File: src/rtl/irqcmd_pkg.sv
package irqcmd_pkg;

    localparam int CHAR_W = 8;

    typedef struct packed {
        logic              is_cmd;
        logic [CHAR_W-1:0] code;
    } char_t;

    typedef enum logic [1:0] {
        DIR_NONE = 2'd0,
        DIR_SET  = 2'd1,
        DIR_CLR  = 2'd2
    } dir_e;

    function automatic dir_e classify(input char_t ch,
                                      input logic [CHAR_W-1:0] set_code,
                                      input logic [CHAR_W-1:0] clr_code);
        if (!ch.is_cmd)              return DIR_NONE;
        else if (ch.code == set_code) return DIR_SET;
        else if (ch.code == clr_code) return DIR_CLR;
        else                          return DIR_NONE;
    endfunction

endpackage

File: src/rtl/irqcmd_decode.sv
module irqcmd_decode
    import irqcmd_pkg::*;
#(
    parameter logic [CHAR_W-1:0] SET_CODE = 8'h00,
    parameter logic [CHAR_W-1:0] CLR_CODE = 8'h03,
    parameter int                POL_W    = 2
) (
    input  logic             in_valid,
    input  char_t            in_char,
    input  logic             dec_en,
    input  logic             fifo_en,
    input  logic [POL_W-1:0] policy,
    output logic             active,
    output dir_e             dir,
    output logic             drop
);
    dir_e raw_dir;

    always_comb begin
        active  = dec_en && fifo_en;
        raw_dir = classify(in_char, SET_CODE, CLR_CODE);
        dir     = (in_valid && active) ? raw_dir : DIR_NONE;
        drop    = (dir != DIR_NONE) && (policy != '0);
    end

    always_comb begin
        assert_drop_only_directive_R4: assert (!drop || (in_valid && in_char.is_cmd));
    end
endmodule

File: src/rtl/irqcmd_level.sv
module irqcmd_level
    import irqcmd_pkg::*;
(
    input  logic clk,
    input  logic rst,
    input  logic active,
    input  dir_e dir,
    output logic level
);
    always_ff @(posedge clk) begin
        if (rst)                 level <= 1'b0;
        else if (dir == DIR_SET) level <= 1'b1;
        else if (dir == DIR_CLR) level <= 1'b0;
    end

    assert_set_R2: assert property (@(posedge clk) disable iff (rst)
        (dir == DIR_SET) |=> level);
    assert_clear_R3: assert property (@(posedge clk) disable iff (rst)
        (dir == DIR_CLR) |=> !level);
    assert_hold_inactive_R7: assert property (@(posedge clk) disable iff (rst)
        !active |=> $stable(level));
endmodule

File: src/rtl/irqcmd_stream.sv
module irqcmd_stream
    import irqcmd_pkg::*;
(
    input  logic  clk,
    input  logic  rst,
    input  logic  in_valid,
    input  char_t in_char,
    input  logic  drop,
    output logic  out_valid,
    output char_t out_char
);
    always_ff @(posedge clk) begin
        if (rst) begin
            out_valid <= 1'b0;
            out_char  <= '0;
        end else begin
            out_valid <= in_valid && !drop;
            if (in_valid && !drop) out_char <= in_char;
        end
    end

    assert_dropped_gone_R4: assert property (@(posedge clk) disable iff (rst)
        drop |=> !out_valid);
    assert_forward_R8: assert property (@(posedge clk) disable iff (rst)
        (in_valid && !drop) |=> (out_valid && out_char == $past(in_char)));
    assert_idle_R8: assert property (@(posedge clk) disable iff (rst)
        !in_valid |=> !out_valid);
endmodule

File: src/rtl/irqcmd_filter.sv
module irqcmd_filter
    import irqcmd_pkg::*;
#(
    parameter logic [CHAR_W-1:0] SET_CODE = 8'h00,
    parameter logic [CHAR_W-1:0] CLR_CODE = 8'h03,
    parameter int                POL_W    = 2
) (
    input  logic              clk,
    input  logic              rst,
    input  logic              in_valid,
    input  logic [CHAR_W-1:0] in_code,
    input  logic              in_is_cmd,
    input  logic              dec_en,
    input  logic              fifo_en,
    input  logic [POL_W-1:0]  policy,
    output logic              intr_level,
    output logic              out_valid,
    output logic [CHAR_W-1:0] out_code,
    output logic              out_is_cmd
);
    char_t in_char;
    char_t out_char;
    logic  active;
    dir_e  dir;
    logic  drop;

    assign in_char.is_cmd = in_is_cmd;
    assign in_char.code   = in_code;

    irqcmd_decode #(.SET_CODE(SET_CODE), .CLR_CODE(CLR_CODE), .POL_W(POL_W)) u_decode (
        .in_valid (in_valid),
        .in_char  (in_char),
        .dec_en   (dec_en),
        .fifo_en  (fifo_en),
        .policy   (policy),
        .active   (active),
        .dir      (dir),
        .drop     (drop)
    );

    irqcmd_level u_level (
        .clk    (clk),
        .rst    (rst),
        .active (active),
        .dir    (dir),
        .level  (intr_level)
    );

    irqcmd_stream u_stream (
        .clk       (clk),
        .rst       (rst),
        .in_valid  (in_valid),
        .in_char   (in_char),
        .drop      (drop),
        .out_valid (out_valid),
        .out_char  (out_char)
    );

    assign out_code   = out_char.code;
    assign out_is_cmd = out_char.is_cmd;

    assert_reset_R1: assert property (@(posedge clk)
        rst |=> (!intr_level && !out_valid));
    assert_keep_policy0_R5: assert property (@(posedge clk) disable iff (rst)
        (in_valid && active && policy == '0) |=> out_valid);
endmodule

File: config.mk
export PLATFORM = sky130hd
export DESIGN_NAME = irqcmd_filter
export DESIGN_NICKNAME = d
export VERILOG_FILES = /design/src/rtl/irqcmd_pkg.sv /design/src/rtl/irqcmd_decode.sv /design/src/rtl/irqcmd_level.sv /design/src/rtl/irqcmd_stream.sv /design/src/rtl/irqcmd_filter.sv
export SDC_FILE = /design/constraint.sdc
export NUM_CORES = 1
export LEC_CHECK = 0
export BUFFER_PORTS_ARGS = -buffer_cell sky130_fd_sc_hd__buf_2
export CORE_MARGIN = 5
export CORE_UTILIZATION = 38
export CTS_CLUSTER_DIAMETER = 50
export DETAILED_ROUTE_END_ITERATION = 10
export PLACE_DENSITY = 0.71
export SYNTH_ARGS = -nofsm -noshare
export SYNTH_HDL_FRONTEND = slang
export SYNTH_SLANG_ARGS = --single-unit
File: constraint.sdc
create_clock -name clk -period 2 [get_ports clk]
set_input_delay 0.4 -clock clk [delete_from_list [all_inputs] [get_ports clk]]
set_output_delay 0.4 -clock clk [all_outputs]
set_load 0.05 [all_outputs]
---- After elaboration in Yosys (flattened, before gate mapping) ----
Index checks and enable logic that the tools add are counted.
cells by class
  equality and inequality tests ........... 3
  mux-type cells .......................... 6
  reduce and logical (&&, ||, !) cells .... 9
operators with widths
  cell                                           count
  == test 8 x 2 -> 1 bit, second input constant  1
  logical NOT 8 bit                              1
  2-to-1 mux 2 bit                               4
  nonzero test 2 bit                             3
  logical AND 1 bit                              4
  == test 2 x 1 -> 1 bit, second input constant  1
  == test 2 bit, second input constant           1
  2-to-1 mux 1 bit                               2
  logical NOT 1 bit                              1
storage, ports and cells
  flip-flop bits (word level) ............. 11
  input bits .............................. 16
  output and inout bits ................... 11
  logic and storage cells ................. 22

---- Depth between registers and ports, before layout ----
  depth in word-level cells ............... 9
  gate-level depth with buffers ........... 7
  mapped depth without buffers ............ 6

---- Cells and area by module ----
Synthesis repeated with hierarchy kept, for this count alone.
second synthesis, totals
  cell total of the unflattened synthesis .. 56
  area, all modules ....................... 560.5 um^2
modules (own cells, without submodules)
  module         instances  cells each  area each (um^2)  seq. area each (um^2)
  irqcmd_stream  1          41          427.9             200.2
  irqcmd_decode  1          10          82.6              0.0
  irqcmd_level   1          5           50.0              20.0

---- Least setup slack after synthesis ----
Ideal clock, no wire load.
  kind .................................... in2reg
  start ................................... in in_code[7]
  end ..................................... reg u_stream.out_valid
  library setup time ...................... 0.122 ns
  data arrival time ....................... 1.815 ns
  required time ........................... 1.878 ns
  slack ................................... 0.062 ns
  stages .................................. 7
  buffers on the path ..................... 1
  cells stage by stage .................... nor4b_1 -> nand4_1 -> or3_1 -> ha_1 -> o21a_1 -> buf_2 -> nor2b_1
on the way
  longest elaborated chain between the ends .. 9
  elaborated cells between the ends (all ways) .. 10
  those cells by class .................... 1 x eq/ne; 4 x mux; 5 x reduce/logical
ends and longest elaborated chain
  what                    RTL line             source
  start: declaration      irqcmd_filter.sv:11  input logic [CHAR_W-1:0] in_code,
  == test 8 x 2 -> 1 bit  irqcmd_pkg.sv:21     else if (ch.code == clr_code) return DIR_CLR;
  2-to-1 mux 2 bit        irqcmd_pkg.sv:21
  2-to-1 mux 2 bit (*)    irqcmd_pkg.sv:20     else if (ch.code == set_code) return DIR_SET;
  2-to-1 mux 2 bit (*)    irqcmd_pkg.sv:19     if (!ch.is_cmd) return DIR_NONE;
  2-to-1 mux 2 bit (*)    irqcmd_decode.sv:22  dir = (in_valid && active) ? raw_dir : DIR_NONE;
  nonzero test 2 bit (*)  irqcmd_decode.sv:23  drop = (dir != DIR_NONE) && (policy != '0);
  logical AND 1 bit (*)   irqcmd_decode.sv:23
  logical NOT 1 bit (*)   irqcmd_stream.sv:17  out_valid <= in_valid && !drop;
  logical AND 1 bit (*)   irqcmd_stream.sv:17
  end signal: assignment  irqcmd_stream.sv:17
  end: declaration        irqcmd_stream.sv:9   output logic out_valid,
Mark *: on every way between the ends. The rest lies on a longest branch, timed or not.
A chain may end at the register's enable or synchronous reset.

---- Worst setup path after layout ----
  start ................................... in in_code[4]
  end ..................................... reg u_stream.out_char[3] (netlist name)
on the way
  longest elaborated chain between the ends .. 9
  elaborated cells between the ends (all ways) .. 10
  those cells by class .................... 1 x eq/ne; 4 x mux; 5 x reduce/logical
ends and longest elaborated chain
  what                    RTL line             source
  == test 8 x 2 -> 1 bit  irqcmd_pkg.sv:21
  2-to-1 mux 2 bit        irqcmd_pkg.sv:21
  2-to-1 mux 2 bit (*)    irqcmd_pkg.sv:20
  2-to-1 mux 2 bit (*)    irqcmd_pkg.sv:19
  2-to-1 mux 2 bit (*)    irqcmd_decode.sv:22
  nonzero test 2 bit (*)  irqcmd_decode.sv:23
  logical AND 1 bit (*)   irqcmd_decode.sv:23
  logical NOT 1 bit (*)   irqcmd_stream.sv:18  if (in_valid && !drop) out_char <= in_char;
  logical AND 1 bit (*)   irqcmd_stream.sv:18
Marks and branches as above.

==> flow_summary_export.csv <==
group,metric,value,unit
place,routabilityCongestion,0.666,
critical_path,start_kind,"input port",
timing,min_period_over_period,92.0,%
clock_tree,insertion_delay,0.27,ns
min_path,worst_hold_path_type,"in2reg",
route,ant_nets,0,
floorplan,start_util,40.9,%
layout,fill_cells,120,
synthesis,synth_simple_gate_area_share,32.3,%
min_path,hold_depth,3,
floorplan,core_area,0.00132,mm2
route,viasPerCell,4.72,
route,drc_errors,0,
clock_tree,cts_buffer_depth,2,
clock_tree,htree_levels,1,
layout,multi_input_comb_area,313,um2
critical_path,crit_arrival,2.00,ns
route,routed_wirelength,1190,um
critical_path,worstRegToRegCells,2,
synthesis,synth-compound-area-share,1.39,%
power_and_ir_drop,p_int,0.000350,W
clock_tree,cts_sinks,11,
clock_tree,cts.clk_slew.worst_paths,0.07,ns
route,wire_per_inst,11.8,um
min_path,min_from,"in_is_cmd",
outcome,status,"complete, no violations",
synthesis,synth_mux_area_share,18.6,%
floorplan,fp-row-count,13,
global_routing,grt_pass1_wl,1780,um
layout,ff_latch_area,220,um2
clock_tree,cts_root_buf,"clkbuf_4",
critical_path,cp.required,2.16,ns
layout,nets,105,
clock_tree,cts_buffers,3,
run,drv_cap,0,
power_and_ir_drop,sw_frac_of_total,30.4,%
global_routing,grt_overflow,0,
timing,final.setup_skew,0,ns
synthesis,synth_top_family_by_area,"simple AND/OR/NAND/NOR gates",
synthesis,synth_edf_count,0,
power_and_ir_drop,power_density,680,mW/mm2
clock_tree,ctsResizeCount,0,
floorplan,io_pins,27,
timing,setup_ws,0.161,ns
synthesis,syn-mean-instance-area,9.80,um2
floorplan,die_h,47.7,um
min_path,min_to,"u_stream.out_char[8]$_SDFFE_PP0P_",
place,port-buffer-count,26,
clock_tree,post_cts_buffers,0,
floorplan,dieArea,0.00227,mm2
critical_path,critPathMaxFanout,5,
synthesis,yosys.area_share.adder,4.64,%
synthesis,yosysSeqAreaShare,40.8,%
critical_path,setup.worst_path.class,"in2reg",
timing,setup_viol,0,
synthesis,syn_area,539,um2
timing,max_slew.worst_pin.slew,0.257,ns
route,drt-pass1-iter-count,4,
clock_tree,cts_tree,"done",
global_routing,grtUsageTotal,11.5,%
route,vias,477,
global_routing,antenna_found_initial,0,
layout,syn_to_final_growth,36.9,%
power_and_ir_drop,ir_worst_vdd,0.000355,V
layout,final_util,56.0,%
synthesis,async_reset_ff_share,0,%
route,first_iter_violations,12,
synthesis,synth_warnings,0,
power_and_ir_drop,p_switching,0.000153,W
synthesis,ys_types,16,
synthesis,synthXorXnorAreaFrac,0,%
timing,relSlewSlack,82.6,%
clock_tree,ctsHoldBuffers,0,
power_and_ir_drop,p_comb_share,22.4,%
global_routing,grt_max_degree,21,
timing,min_period,1.84,ns
timing,rsz0062_at_grt,"no",
power_and_ir_drop,leakage,0.359,nW
global_routing,grt_pass1_vias,452,
floorplan,dieWidth,47.7,um
critical_path,end_kind,"register",
synthesis,synth_cells,55,
timing,fmax,544,MHz
timing,drv_slew,0,
critical_path,reg2reg_slack,1.40,ns
place,dp_hpwl,907,um
power_and_ir_drop,clockPowerShare,30.5,%
synthesis,synth_top_flop_cell,"dfxtp_1",
timing,hold_viol_final,0,
critical_path,timing.rr.start,"u_level.level$_SDFFE_PP0P_",
power_and_ir_drop,p_seq_share,47.1,%
critical_path,crit_start,"in_code[4]",
synthesis,ys_seq_elements,11,
layout,antenna_cells,0,
layout,drive_above_1_share,39.5,%
critical_path,worst_r2r_endpoint,"u_level.level$_SDFFE_PP0P_",
place,pre_cts_ws,-0.200,ns
synthesis,syn_nets,73,
[final cells by class]
| cell class | instances | share of cell area (%) |
|---|---|---|
| Tap cell | 15 | 2.54 |
| Timing Repair Buffer | 30 | 21.7 |
| Sequential cell | 11 | 29.8 |
| Multi-Input combinational cell | 41 | 42.4 |
| Clock buffer | 4 | 3.56 |
[routing by layer]
layer	vias to the layer above	part of all wire [%]	GRT usage, %
li1	243	-	-
met1	212	45	13.3
met3	0	11	7.14
met4	0	0	3.23
met5	-	0	0
met2	22	44	17.9
[worst max path at each step]
stage	end
after global routing	u_stream.out_char[0]$_SDFFE_PP0P_
after floorplan	u_stream.out_valid$_SDFF_PP0_
final	u_stream.out_char[3]$_SDFFE_PP0P_
after CTS	u_stream.out_char[3]$_SDFFE_PP0P_
after global placement	u_stream.out_valid$_SDFF_PP0_
after detailed placement	u_stream.out_char[3]$_SDFFE_PP0P_
[power by group through the flow]
stage                     registers (W)   logic, W  clock network, W
after global placement         0.000241   0.000112                 0
after detailed placement       0.000241   0.000112                 0
final                          0.000236   0.000113          0.000153
after CTS                      0.000236   0.000113          0.000158
after floorplan                0.000285  0.0000318                 0
after global routing           0.000237   0.000121          0.000163
[cells in the mapped netlist (all sizes together) (2+ instances only)]
| master | count | area [um2] |
|---|---|---|
| or2b | 2 | 15.0 |
| nor4b | 2 | 17.5 |
| ha | 2 | 25.0 |
| clkbuf | 2 | 7.51 |
| nor2 | 2 | 7.51 |
| mux2i | 10 | 100 |
| dfxtp | 11 | 220 |
| nand2b | 16 | 100 |
[cells in the final DEF, fill, tap and decap left out]
cell,Yosys,layout
buf_2,1,26
buf_4,0,4
clkbuf_1,2,1
clkbuf_4,0,3
dfxtp_1,11,11
ha_1,2,2
mux2i_1,10,10
nand2_1,1,1
nand2b_1,16,16
nand4_1,1,1
nor2_1,2,2
nor2b_1,1,1
nor3_1,1,1
nor4b_1,2,1
nor4b_2,0,1
o21a_1,1,1
or2_1,1,1
or2b_1,2,2
or3_1,1,1
[critical path, cell delays in order]
cell     delay [ns]
buf_2          0.10
nor4b_1        0.29
nand4_1        0.16
or3_1          0.35
ha_1           0.21
o21a_1         0.19
buf_4          0.16
mux2i_1        0.12
[sequential cells by signal (all words and copies together), names as in the netlist]
| register | flops |
|---|---|
| u_stream.out_valid | 1 |
| u_level.level | 1 |
| u_stream.out_char | 9 |
[metrics by stage]
stage               std cells  total power [W]  hold slack [ns]  area [um2]  TNS (ns)
detailed placement         97         0.000354            0.462         706     -1.94
global placement           97         0.000353            0.458         706     -1.53
finish                    101         0.000502            0.388         738         0
CTS                       101         0.000507            0.391         732         0
global route              101         0.000522            0.401         738         0
floorplan                  55         0.000317            0.555         539         0
[kinds of logic (layout without fill, tap and decap cells)]
group / count (synthesis) / count (layout)
compound gates: 1 / 1
fa+ha+maj: 2 / 2
buf+inv: 3 / 34
flops: 11 / 11
mux: 10 / 10
simple gates: 28 / 28
No activity file was read; power rests on OpenSTA's default activity.
